File: src/rtl/pia_b_pkg.sv
// Shared definitions for the port-B adapter: control-bit positions and the
// decoded mode of the second handshake line.
package pia_b_pkg;
    localparam int CTL_W      = 6;
    localparam int B_IRQ1_EN  = 0;
    localparam int B_EDGE1    = 1;
    localparam int B_SEL_OUT  = 2;
    localparam int B_HS2_LO   = 3;
    localparam int B_HS2_MID  = 4;
    localparam int B_HS2_DIR  = 5;

    typedef enum logic [1:0] {
        HS2_INPUT  = 2'd0,
        HS2_STROBE = 2'd1,
        HS2_LEVEL  = 2'd2
    } hs2_mode_e;

    // Map the control bits onto the handshake line mode.
    function automatic hs2_mode_e hs2_mode(input logic [CTL_W-1:0] c);
        if (!c[B_HS2_DIR])      return HS2_INPUT;
        else if (c[B_HS2_MID])  return HS2_LEVEL;
        else                    return HS2_STROBE;
    endfunction
endpackage

File: src/rtl/pia_b_edge.sv
// Edge detector for a handshake input. Assumes the pin is already
// synchronous to clk. The previous sample follows the pin during reset
// too, so a static level at reset release is not seen as an edge.
module pia_b_edge (
    input  logic clk,
    input  logic rst_n,
    input  logic pin,
    input  logic rise_sel,
    output logic active
);
    logic prev_q;

    // Remember the pin level from the previous cycle.
    always_ff @(posedge clk) begin
        if (!rst_n) prev_q <= pin;
        else        prev_q <= pin;
    end

    // An active edge is a change toward the selected level.
    always_comb active = (pin ^ prev_q) & (pin == rise_sel);
endmodule

File: src/rtl/pia_b_hs.sv
// Output side of the second handshake line. Holds the strobe level and
// chooses between the strobe level and the manual control bit.
// Assumes a write and a restore event in the same cycle resolve to low.
module pia_b_hs
    import pia_b_pkg::*;
(
    input  logic             clk,
    input  logic             rst_n,
    input  logic [CTL_W-1:0] ctl,
    input  logic             out_wr,
    input  logic             edge1,
    input  logic             rd_restore,
    output logic             hs_out,
    output logic             hs_oe
);
    hs2_mode_e mode;
    logic      lvl_q;
    logic      cyc_restore;

    // Decode the mode and the restore variant.
    always_comb begin
        mode        = hs2_mode(ctl);
        cyc_restore = ctl[B_HS2_LO];
    end

    // Strobe level: low on an output write, high again on the chosen event.
    always_ff @(posedge clk) begin
        if (!rst_n) begin
            lvl_q <= 1'b1;
        end else if (mode != HS2_STROBE) begin
            lvl_q <= 1'b1;
        end else if (out_wr) begin
            lvl_q <= 1'b0;
        end else if (cyc_restore && !lvl_q) begin
            lvl_q <= 1'b1;
        end else if (!cyc_restore && (edge1 || rd_restore)) begin
            lvl_q <= 1'b1;
        end
    end

    // Choose the driven value and the enable.
    always_comb begin
        hs_out = (mode == HS2_LEVEL) ? ctl[B_HS2_LO] : lvl_q;
        hs_oe  = ctl[B_HS2_DIR];
    end
endmodule

File: src/rtl/pia_b_port.sv
// Port-B side of a parallel adapter: direction/output/control registers,
// two edge-flagged handshake inputs, one strobe-capable handshake output,
// and an interrupt. Read data is combinational and its side effects
// take place on the clock edge of the read cycle.
module pia_b_port
    import pia_b_pkg::*;
#(
    parameter int DW = 8
) (
    input  logic          clk,
    input  logic          rst_n,
    input  logic          bus_sel,
    input  logic          bus_wr,
    input  logic          bus_addr,
    input  logic [DW-1:0] bus_wdata,
    output logic [DW-1:0] bus_rdata,
    input  logic [DW-1:0] pin_in,
    output logic [DW-1:0] pin_out,
    output logic [DW-1:0] pin_dir,
    input  logic          hs1_in,
    input  logic          hs2_in,
    output logic          hs2_out,
    output logic          hs2_oe,
    output logic          irq
);
    localparam int NEDGE = 2;

    logic [DW-1:0]    dir_q, out_q;
    logic [CTL_W-1:0] ctl_q;
    logic             flag1_q, flag2_q;
    logic [NEDGE-1:0] edge_pin, edge_pol, edge_act;
    logic             wr_data, wr_dir, wr_ctl, rd_data;
    logic             hs2_is_in, strobe_c1;

    // Decode the bus access of this cycle.
    always_comb begin
        wr_data   = bus_sel && bus_wr && !bus_addr && ctl_q[B_SEL_OUT];
        wr_dir    = bus_sel && bus_wr && !bus_addr && !ctl_q[B_SEL_OUT];
        wr_ctl    = bus_sel && bus_wr && bus_addr;
        rd_data   = bus_sel && !bus_wr && !bus_addr && ctl_q[B_SEL_OUT];
        hs2_is_in = !ctl_q[B_HS2_DIR];
        strobe_c1 = (hs2_mode(ctl_q) == HS2_STROBE) && !ctl_q[B_HS2_LO];
        edge_pin  = {hs2_in, hs1_in};
        edge_pol  = {ctl_q[B_HS2_MID], ctl_q[B_EDGE1]};
    end

    // One edge detector per handshake input.
    for (genvar g = 0; g < NEDGE; g++) begin : g_edge
        pia_b_edge u_edge (
            .clk     (clk),
            .rst_n   (rst_n),
            .pin     (edge_pin[g]),
            .rise_sel(edge_pol[g]),
            .active  (edge_act[g])
        );
    end

    // CPU-writable registers.
    always_ff @(posedge clk) begin
        if (!rst_n) begin
            dir_q <= '0;
            out_q <= '0;
            ctl_q <= '0;
        end else begin
            if (wr_dir)  dir_q <= bus_wdata;
            if (wr_data) out_q <= bus_wdata;
            if (wr_ctl)  ctl_q <= bus_wdata[CTL_W-1:0];
        end
    end

    // Interrupt flags: a new edge wins over a clearing read.
    always_ff @(posedge clk) begin
        if (!rst_n) begin
            flag1_q <= 1'b0;
            flag2_q <= 1'b0;
        end else begin
            if (edge_act[0])               flag1_q <= 1'b1;
            else if (rd_data)              flag1_q <= 1'b0;
            if (edge_act[1] && hs2_is_in)  flag2_q <= 1'b1;
            else if (rd_data)              flag2_q <= 1'b0;
        end
    end

    pia_b_hs u_hs (
        .clk       (clk),
        .rst_n     (rst_n),
        .ctl       (ctl_q),
        .out_wr    (wr_data),
        .edge1     (edge_act[0]),
        .rd_restore(rd_data && flag1_q && strobe_c1),
        .hs_out    (hs2_out),
        .hs_oe     (hs2_oe)
    );

    // Read mux and outputs.
    always_comb begin
        if (bus_addr)
            bus_rdata = DW'({flag1_q, flag2_q & hs2_is_in, ctl_q});
        else if (ctl_q[B_SEL_OUT])
            bus_rdata = (out_q & dir_q) | (pin_in & ~dir_q);
        else
            bus_rdata = dir_q;
        pin_out = out_q;
        pin_dir = dir_q;
        irq     = (flag1_q & ctl_q[B_IRQ1_EN])
                | (flag2_q & ctl_q[B_HS2_LO] & hs2_is_in);
    end
endmodule

File: config.mk
export PLATFORM = sky130hd
export DESIGN_NAME = pia_b_port
export DESIGN_NICKNAME = d
export VERILOG_FILES = /design/src/rtl/pia_b_pkg.sv /design/src/rtl/pia_b_edge.sv /design/src/rtl/pia_b_hs.sv /design/src/rtl/pia_b_port.sv
export SDC_FILE = /design/constraint.sdc
export NUM_CORES = 1
export LEC_CHECK = 0
export BUFFER_PORTS_ARGS = -buffer_cell sky130_fd_sc_hd__buf_2
export CORE_UTILIZATION = 41
export DETAILED_ROUTE_END_ITERATION = 7
export PLACE_DENSITY = 0.66
export SYNTH_ARGS = -nofsm -noshare
export SYNTH_HDL_FRONTEND = slang
export SYNTH_SLANG_ARGS = --single-unit
File: constraint.sdc
create_clock -name clk -period 3.5 [get_ports clk]
set_clock_uncertainty 0.2 [all_clocks]
set_input_delay 1.05 -clock clk [delete_from_list [all_inputs] [get_ports clk]]
set_output_delay 1.05 -clock clk [all_outputs]
set_load 0.005 [all_outputs]
======== After elaboration in Yosys (flattened, before gate mapping) ========
Cells that the tools add are included.
W data, S select, Z words.
operators by class
  eq/ne operators ......................... 5
  mux-type cells .......................... 11
  bitwise gates (word level) .............. 14
  reductions and logical operators ........ 25
operator list
  operator              count
  $and A8 B8 Y8         2
  $mux W8               2
  $logic_and A1 B1 Y1   14
  $not A8 Y8            1
  $or A8 B8 Y8          1
  $mux W1               7
  $and A1 B1 Y1         6
  $logic_not A1 Y1      6
  $mux W2               2
  $reduce_bool A2 Y1    2
  $reduce_bool A3 Y1    1
  $eq A1 B1 Y1          2
  $eq A2 B1 Y1 const B  1
  $eq A2 B2 Y1 const B  1
  $ne A2 B1 Y1 const B  1
  $reduce_or A2 Y1      1
  $xor A1 B1 Y1         2
  $logic_or A1 B1 Y1    1
  $not A1 Y1            1
  $or A1 B1 Y1          1
storage, ports and cells
  logic and storage cells ................. 63
  flip-flop bits (word level) ............. 27
  input port bits ......................... 23
  output and inout bits ................... 27

======== Depth between registers and ports, before layout ========
Gate-level depths: netlist of the first run.
  word-level depth ........................ 11
  mapped depth ............................ 6

======== Cells and area by module ========
A second synthesis of the first run with hierarchy kept.
unflattened totals
  cell total of the unflattened synthesis .. 149
  area total of the unflattened synthesis .. 1378.8 um^2
by module, submodules not included
  module      times used  seq. area each (um^2)  area an instance (um^2)  cells each
  pia_b_port  1           480.5                  1232.4                   134
  pia_b_edge  2           20.0                   42.5                     4
  pia_b_hs    1           20.0                   61.3                     7

======== Worst setup path before layout of the first run ========
Ideal clock, no wire load.
  path type ............................... input -> output
  start point ............................. in bus_addr
  end point ............................... out bus_rdata[3]
  data required time ...................... 2.250 ns
  arrival time ............................ 1.688 ns
  cell stages on the path ................. 3
  slack ................................... 0.562 ns
  buffers on the path ..................... 2
  path through ............................ buf_2 > buf_1 > o31ai_1
on the way
  cells in the longest elaborated chain, start to end .. 1
ends and longest elaborated chain
  item                line              source
  start: declaration  pia_b_port.sv:14  input logic bus_addr,
  $mux W8             pia_b_port.sv:97  if (bus_addr)
  end: declaration    pia_b_port.sv:16  output logic [DW-1:0] bus_rdata,
Every way passes these cells.

======== Final worst setup path of the first run ========
  start point ............................. in bus_addr
  end point ............................... out bus_rdata[2]
The elaborated chain is that of the path after synthesis.

==> flow_summary_export.csv, run 1 <==
group,metric,value,unit
cts,postCtsHoldBufs,0,
synth,synth_top_area_cell,"dfxtp_1",
worst_setup_path,r2r_slack,1580,ps
synth,synth_commonest_cells,"dfxtp_1 (27), nand2_1 (26), nor2b_1 (18)",
worst_setup_path,reg2reg_to,"pin_out[2]",
cells_and_area,nets,216,
timing,fmax,314,MHz
synth,yosysSeqAreaShare,41.6,%
grt,grt_pass1_wl,4750,µm
synth,synthArstFlopShare,0,%
grt,overflow,0,
worst_setup_path,worstSetupEndpointType,"primary output",
synth,ys_types,31,
worst_setup_path,timing.rr.start,"ctl_q[2]",
synth,synthCells,145,
cts,cts_tree,"done",
power,p_leak,0.714,nW
floorplanning,pin_count,50,
cells_and_area,fin_util,52.7,%
synth,ys.flop_type,"dfxtp_1",
place,gp_congestion,0.793,
worst_setup_path,r2r_cells,4,
cts,clock-sinks,27,
floorplanning,die_x,58.3,µm
grt,grt_max_degree,26,
routing,post_drt_wl_per_cell,12.8,µm
cts,cts_max_level,1,
cts,cts.path.max_buffers,2,
timing,finalCriticalPeriod,3190,ps
cells_and_area,syn_to_final_growth,22.7,%
place,dp_hpwl,2180,µm
routing,routed_wl,3010,µm
cts,postCtsSetupRepairBufs,0,
place,port_buffers,49,
synth,synth_warnings,0,
worst_setup_path,crit_path_end,"bus_rdata[2]",
cells_and_area,drive_gt1_share,29.2,%
cts,insertion_delay,320,ps
routing,firstDrtPassIters,5,
worst_setup_path,worstSetupStartpointType,"primary input",
timing,fin_tns_setup,0,ps
cts,numCtsBuffers,3,
cts,cts_root_buffer,"clkbuf_4",
synth,syn_avg_cell_area,8.97,µm²
timing,timing_worst_slew_pin_value,646,ps
synth,synth_edf_count,0,
synth,synth_seq_cells,27,
worst_setup_path,timing.critical_path.from,"bus_addr",
power,p_per_area,329,nW/µm²
routing,vias,1171,
grt,grt_use_total,18.8,%
worst_hold_path,worstHoldPathType,"reg -> reg",
run_status,status,"finished, final reports clean",
routing,ant_nets,0,
timing,hold_viol_final,0,
worst_setup_path,crit_fanout,20,
timing,min_period_over_period,91.0,%
floorplanning,core.rowCount,20,
floorplanning,core_area,3030,µm²
timing,setup_viol,0,
synth,synthTopCellsByArea,"dfxtp_1 (42%), mux2i_1 (11%), nor2b_1 (8.7%)",
worst_hold_path,worst_hold_path.num_cells,2,
cts,clk_pin_slew_worst_paths,140,ps
synth,synth.most_common_cell,"dfxtp_1",
timing,finalMaxSlewViolations,0,
cells_and_area,antennaDiodeCount,0,
worst_setup_path,critPathKind,"in -> out",
timing,slew_headroom,56.9,%
synth,synthesis.area,1300,µm²
floorplanning,start_util,42.9,%
cts,cts_resized,0,
synth,synth_top_area_share,41.6,%
floorplanning,die_h,58.3,µm
job,maxCapViolCount,0,
routing,vias_per_cell,4.96,
timing,rsz0062_at_grt,"no",
floorplanning,die_area,3400,µm²
routing,drc_errors,0,
grt,grt_pass1_vias,1046,
routing,drt_iter0_drc,38,
worst_setup_path,cp.required,2250,ps
power,irDropWorstVdd,167,µV
synth,synth.net_count,168,
grt,antenna_found_initial,0,
worst_setup_path,arrival,1940,ps
[layer usage]
metal  track usage [%]  part of all wire, %
met2              31.5                   48
met5                 0                    0
met1              23.9                   47
met3              2.42                  3.2
met4              9.18                  1.6
[cells in the final DEF (no fill, tap or decap), drive strengths merged, types with 2 or more instances in the layout]
master,count
nand2,26
mux2i,14
o31ai,6
nand3,2
a21oi,10
buf,50
a21boi,9
nor3b,2
dfxtp,27
a311oi,2
clkbuf,4
and3b,5
nor2b,18
o21ai,4
[registers in the layout, indices dropped and copies added (netlist names)]
signal and count:
ctl_q 6, flag2_q 1, flag1_q 1, u_hs.lvl_q 1, pin_dir 8, g_edge.u_edge.prev_q 2
pin_out 8
[report_power, final]
group | internal [mW] | total (mW) | switching [mW]
registers | 0.316 | 0.326 | 0.00943
clock network | 0.0446 | 0.133 | 0.0883
logic | 0.0339 | 0.0661 | 0.0322
total | 0.395 | 0.525 | 0.130
[worst max-delay path: stages]
cell and delay [ps]:
buf_2 310, and2b_4 250, a22oi_1 180, buf_2 140
[metrics by stage]
step	power (mW)	std cells	hold slack [ps]	instance area, µm²	setup WS [ps]
final	0.525	236	279	1600	313
after global routing	0.555	236	296	1600	259
after CTS	0.531	236	281	1600	308
after detailed placement	0.399	232	262	1570	309
after global placement	0.397	232	251	1570	333
after floorplan	0.367	145	260	1300	562
[cell families (layout without fill, tap and decap cells)]
kind of cell    after synthesis  in the layout  synth area share (%)
simple gates                 61             61                  26.3
compound gates               34             34                  17.2
buf+inv                       8             55                  3.27
flops                        27             27                  41.6
mux                          15             15                  11.6
[area by class of cell]
cell class                 count  area [µm²]
timing repair buffer          50         253
multi-input combinational    110         717
sequential                    27         541
tap                           44        55.1
clock buffer                   4        26.3
fill                         314        1430
inverter                       1        3.75
[worst min-delay path by stage]
stage | to | slack [ps] | from
after floorplan | pin_out[3] | 260 | pin_out[3]
after detailed placement | pin_out[6] | 260 | pin_out[6]
final | pin_out[6] | 280 | pin_out[6]
after global routing | pin_out[6] | 300 | pin_out[6]
after CTS | pin_out[6] | 280 | pin_out[6]
after global placement | pin_out[5] | 250 | pin_out[5]
Note: power is estimated with default switching activity, not from simulation.
==> run 2: changes to the inputs <==
--- a/config.mk
+++ b/config.mk
@@ -9,6 +9,7 @@
 export CORE_UTILIZATION = 41
 export DETAILED_ROUTE_END_ITERATION = 7
 export PLACE_DENSITY = 0.66
+export SETUP_SLACK_MARGIN = 0.5
 export SYNTH_ARGS = -nofsm -noshare
 export SYNTH_HDL_FRONTEND = slang
 export SYNTH_SLANG_ARGS = --single-unit
==> constraint.sdc (replaced) <==
create_clock -name clk -period 3.9 [get_ports clk]
set_clock_uncertainty 0.2 [all_clocks]
set_input_delay 1.17 -clock clk [delete_from_list [all_inputs] [get_ports clk]]
set_output_delay 1.17 -clock clk [all_outputs]
set_load 0.005 [all_outputs]
==> run 2 against run 1 <==
Utilization decreased by 0.12 points. Via count rose by 1.6%. Largest cell class unchanged. Die area unchanged. Count of clock-buffer cells in the layout shrank 1.
==> flow_summary_export.csv, run 2 (same netlist as run 1, synthesis figures left out) <==
group,metric,value,unit
grt,antenna_found_initial,0,
cells_and_area,nets,215,
routing,firstDrtPassIters,6,
run_status,status,"finished, final reports clean",
timing,finalMaxSlewViolations,0,
job,maxCapViolCount,0,
cells_and_area,antennaDiodeCount,0,
cts,cts.path.max_buffers,2,
worst_setup_path,crit_fanout,20,
cts,cts_resized,1,
worst_setup_path,r2r_cells,4,
place,gp_congestion,0.767,
cells_and_area,multiInputGateArea,717,µm²
timing,hold_viol_final,0,
cts,cts_root_buffer,"clkbuf_4",
place,port_buffers,49,
timing,slew_headroom,54.6,%
cts,clk_pin_slew_worst_paths,150,ps
worst_hold_path,worstHoldPathType,"reg -> reg",
cts,insertion_delay,320,ps
routing,vias_per_cell,5.06,
timing,fmax,302,MHz
cts,cts_tree,"done",
cts,postCtsSetupRepairBufs,0,
cts,clock-sinks,27,
worst_setup_path,cp.required,2530,ps
floorplanning,die_area,3400,µm²
timing,min_period_over_period,84.8,%
timing,timing_worst_slew_pin_value,680,ps
floorplanning,core.rowCount,20,
timing,setup_viol,0,
routing,vias,1190,
cts,postCtsHoldBufs,0,
place,placed_cells,231,
worst_setup_path,worstSetupEndpointType,"primary output",
grt,grt_pass1_wl,4910,µm
routing,ant_nets,0,
routing,post_drt_wl_per_cell,13.0,µm
cts,cts_max_level,1,
floorplanning,die_x,58.3,µm
timing,rsz0062_at_grt,"no",
cells_and_area,seqCellArea,541,µm²
worst_hold_path,worst_hold_path.num_cells,2,
worst_setup_path,worstSetupStartpointType,"primary input",
cells_and_area,mostFrequentLayoutCells,"buf_2 (48), dfxtp_1 (27), nand2_1 (26), nor2b_1 (18), mux2i_1 (14)",
grt,grt_pass1_vias,1084,
cts,numCtsBuffers,3,
floorplanning,die_h,58.3,µm
timing,finalCriticalPeriod,3310,ps
timing,fin_tns_setup,0,ps
power,irDropWorstVdd,136,µV
place,dp_hpwl,2210,µm
floorplanning,pin_count,50,
floorplanning,start_util,42.9,%
grt,grt_max_degree,26,
worst_setup_path,arrival,1940,ps
cells_and_area,drive_gt1_share,29.3,%
cells_and_area,fin_cells,235,
routing,drc_errors,0,
worst_setup_path,critPathKind,"in -> out",
cells_and_area,fill_cells,313,
routing,drt_iter0_drc,39,
grt,grt_use_total,19.3,%
floorplanning,core_area,3030,µm²
cells_and_area,syn_to_final_growth,22.4,%
power,p_per_area,298,nW/µm²
cells_and_area,layout_commonest_cell,"buf_2",
power,p_leak,0.712,nW
grt,overflow,0,
routing,routed_wl,3050,µm
==> run 2: cell count changes in the layout (fill, tap and decap cells not counted) <==
| cell | previous run | this run |
|---|---|---|
| clkbuf_1 | 1 | 0 |
| buf_2 | 49 | 48 |
| clkinv_2 | 0 | 1 |
==> run 2: where the power goes <==
group | switching, mW | internal, mW
clock | 0.0828 | 0.0384
combinational | 0.0290 | 0.0307
sequential | 0.00863 | 0.284
total | 0.120 | 0.353
==> run 2: metal layers <==
| layer | GRT usage (%) | routed length (µm) | vias to the layer above |
|---|---|---|---|
| li1 | - | - | 597 |
| met1 | 25.6 | 1480 | 571 |
| met2 | 31.7 | 1470 | 20 |
| met3 | 3.30 | 76 | 2 |
| met4 | 7.14 | 25 | 0 |
| met5 | 0 | 0 | - |
==> run 2: metrics by stage <==
| stage | utilization [%] | setup slack [ps] | hold WS [ps] | cell area, µm² | total power, mW |
|---|---|---|---|---|---|
| floorplan | - | 722 | 260 | 1300 | 0.330 |
| finish | 52.6 | 594 | 282 | 1590 | 0.474 |
| global route | 52.6 | 565 | 306 | 1590 | 0.499 |
| CTS | 52.6 | 589 | 286 | 1590 | 0.480 |
| global placement | 51.6 | 493 | 251 | 1560 | 0.357 |
| detailed placement | 51.6 | 474 | 265 | 1560 | 0.358 |
==> run 2: worst max-delay path, stage by stage <==
cell and delay [ps]:
buf_4 210, and2b_4 230, a22oi_1 170, buf_2 140
==> run 2: path summary, 6_finish.rpt <==
kind                  endpoint  slack, ps  startpoint
setup / recovery  bus_rdata[2]        590    bus_addr
hold / removal      pin_out[6]        280  pin_out[6]
setup reg to reg    u_hs.lvl_q       1670    ctl_q[2]
hold reg to reg     pin_out[6]        280  pin_out[6]
==> run 2: layout make-up <==
class,instances,share of cell area (%)
clock buffer,3,1.42
tap,44,3.46
timing repair buffer,49,15.6
sequential,27,34.0
multi-input combinational,110,45.0
clock inverter,1,0.314
inverter,1,0.236
==> run 3: changes to the inputs <==
--- a/config.mk
+++ b/config.mk
@@ -8,7 +8,7 @@
 export BUFFER_PORTS_ARGS = -buffer_cell sky130_fd_sc_hd__buf_2
 export CORE_UTILIZATION = 41
 export DETAILED_ROUTE_END_ITERATION = 7
-export PLACE_DENSITY = 0.66
+export PLACE_DENSITY = 0.69
 export SETUP_SLACK_MARGIN = 0.5
 export SYNTH_ARGS = -nofsm -noshare
 export SYNTH_HDL_FRONTEND = slang
==> constraint.sdc (replaced) <==
create_clock -name clk -period 3 [get_ports clk]
set_clock_uncertainty 0.2 [all_clocks]
set_input_delay 0.9 -clock clk [delete_from_list [all_inputs] [get_ports clk]]
set_output_delay 0.9 -clock clk [all_outputs]
set_load 0.005 [all_outputs]
==> run 3 against run 2 <==
Sequential power rose by 30%. Hold slack got worse by 4.2 ps. Count of clock-buffer cells in the layout did not move. Via count rose by 5.0%. Wire length rose by 12%. Final area rose by 12%. Global-route usage rose by 1.8 points. Critical path depth did not move. Combinational power rose by 66%. Die area did not move. Critical path type unchanged.
==> flow_summary_export.csv, run 3 (same netlist as run 1, synthesis figures left out) <==
group,metric,value,unit
worst_setup_path,cp_slowest_cell,"o31ai_4",
routing,vias,1249,
worst_setup_path,crit_family,"buffers and inverters",
worst_setup_path,critPathKind,"in -> out",
routing,ant_nets,0,
cts,cts.path.max_buffers,2,
power,p_seq_share,59.1,%
timing,min_period_over_period,85.8,%
worst_setup_path,cp.required,1900,ps
place,dp_hpwl,2300,µm
power,clockPowerShare,25.5,%
power,p_sw,0.173,mW
timing,timing_worst_slew_pin_value,601,ps
worst_setup_path,worstSetupEndpointType,"primary output",
worst_setup_path,crit_fanout,7,
place,gp_congestion,0.780,
cells_and_area,nets,221,
floorplanning,die_h,58.3,µm
worst_hold_path,worstHoldPathType,"reg -> reg",
power,comb_power_share,15.4,%
cts,numCtsBuffers,3,
floorplanning,core.rowCount,20,
place,port_buffers,49,
routing,drt_iter0_drc,59,
grt,grt_pass1_vias,1145,
cells_and_area,syn_to_final_growth,36.8,%
power,swShare,26.8,%
floorplanning,die_area,3400,µm²
timing,finalCriticalPeriod,2570,ps
cells_and_area,mostFrequentLayoutCells,"buf_2 (48), dfxtp_1 (26), nand2_1 (24), nor2b_1 (18), mux2i_1 (14)",
grt,antenna_found_initial,0,
grt,overflow,0,
floorplanning,start_util,42.9,%
grt,grt_use_total,21.1,%
timing,slew_headroom,59.8,%
job,maxCapViolCount,0,
cts,cts_root_buffer,"clkbuf_4",
timing,rsz0062_at_grt,"yes",
floorplanning,die_x,58.3,µm
power,p_per_area,363,nW/µm²
cts,clock-sinks,27,
floorplanning,pin_count,50,
power,p_int,0.472,mW
floorplanning,core_area,3030,µm²
timing,hold_viol_final,0,
run_status,status,"finished, final reports clean",
cells_and_area,drive_gt1_share,38.6,%
worst_setup_path,arrival,1470,ps
timing,fin_tns_setup,0,ps
cts,cts_max_level,1,
worst_setup_path,crit_chain,"buf_12 > buf_8 > o31ai_4 > buf_2",
worst_setup_path,cp_num_buf_inv,3,
routing,post_drt_wl_per_cell,14.1,µm
timing,fmax,389,MHz
cts,clk_pin_slew_worst_paths,140,ps
cells_and_area,layout_commonest_cell,"buf_2",
routing,drc_errors,0,
power,p_leak,0.780,nW
grt,grt_pass1_wl,5390,µm
grt,grt_max_degree,26,
cells_and_area,final_cell_area,1780,µm²
routing,firstDrtPassIters,4,
timing,setup_viol,0,
worst_setup_path,critPathMaxStageDelay,180,ps
cts,insertion_delay,340,ps
power,irDropWorstVdd,204,µV
place,dpl-instance-area,1590,µm²
routing,vias_per_cell,5.18,
routing,routed_wl,3410,µm
cts,cts_tree,"done",
timing,finalMaxSlewViolations,0,
worst_setup_path,worstSetupStartpointType,"primary input",
cells_and_area,antennaDiodeCount,0,
==> run 3: cell count changes in the layout (fill, tap and decap cells not counted), moves of 2 or more <==
cell     previous run  this run
nand2_2             0         2
a21oi_1            10         5
a21oi_2             0         5
buf_4               1         4
o31ai_4             0         5
nand2_1            26        24
o31ai_1             6         1
==> run 3: final timing paths <==
| kind | depth (start not counted) | from | slack, ps | to |
|---|---|---|---|---|
| worst max-delay path | 4 | bus_addr | 430 | bus_rdata[3] |
| worst min register to register | 2 | pin_out[5] | 280 | pin_out[5] |
| worst min-delay path | 2 | pin_out[5] | 280 | pin_out[5] |
| worst max register to register | 5 | ctl_q[2] | 1220 | u_hs.lvl_q |
==> run 3: what timing repair did <==
action | CTS | global route
pin swaps | 5 | 1
hold buffers | 0 | 0
cloned | 1 | 0
setup buffers | 1 | 2
setup endpoints to repair | 8 | 8
hold endpoints to repair | 0 | 0
gates resized for setup | 19 | 5
==> run 3: worst register-to-register path: cells and delay by family, from the launching register on <==
family                 cells  cell delay (ps)
AND/OR/NAND/NOR            2              540
flip-flops                 1              450
AO/OA/AOI/OAI              2              360
buffers and inverters      1              130
==> run 3: area by class of cell <==
class,count,area (µm²)
multi-input combinational,110,815
clock buffer,3,22.5
fill,266,1250
tap,44,55.1
clock inverter,1,5.00
inverter,1,3.75
sequential,27,544
timing repair buffer,55,333
==> run 3: power groups by stage <==
stage	Clock [mW]	Sequential, mW	Combinational, mW
4_1_cts	0.164	0.380	0.0951
2_1_floorplan	0	0.384	0.0470
3_5_place_dp	0	0.388	0.0809
3_3_place_gp	0	0.388	0.0784
5_1_grt	0.181	0.383	0.107
6_report	0.164	0.381	0.0994
==> run 3: stage by stage <==
step / std cells / power (mW) / utilization (%) / hold WS (ps) / setup WS (ps)
floorplan: 145 / 0.431 / - / 260 / 512
global placement: 233 / 0.466 / 52.6 / 251 / 193
detailed placement: 233 / 0.469 / 52.6 / 258 / 179
CTS: 239 / 0.639 / 57.5 / 279 / 437
global route: 241 / 0.671 / 58.7 / 311 / 407
finish: 241 / 0.645 / 58.7 / 278 / 426
==> run 3: layer usage <==
metal / GRT usage, % / up-vias / part of all wire (%)
met3: 2.86 / 5 / 2.5
met2: 32.5 / 24 / 50
met5: 0 / - / 0
met1: 29.3 / 606 / 46
li1: - / 614 / -
met4: 10.2 / 0 / 1.4
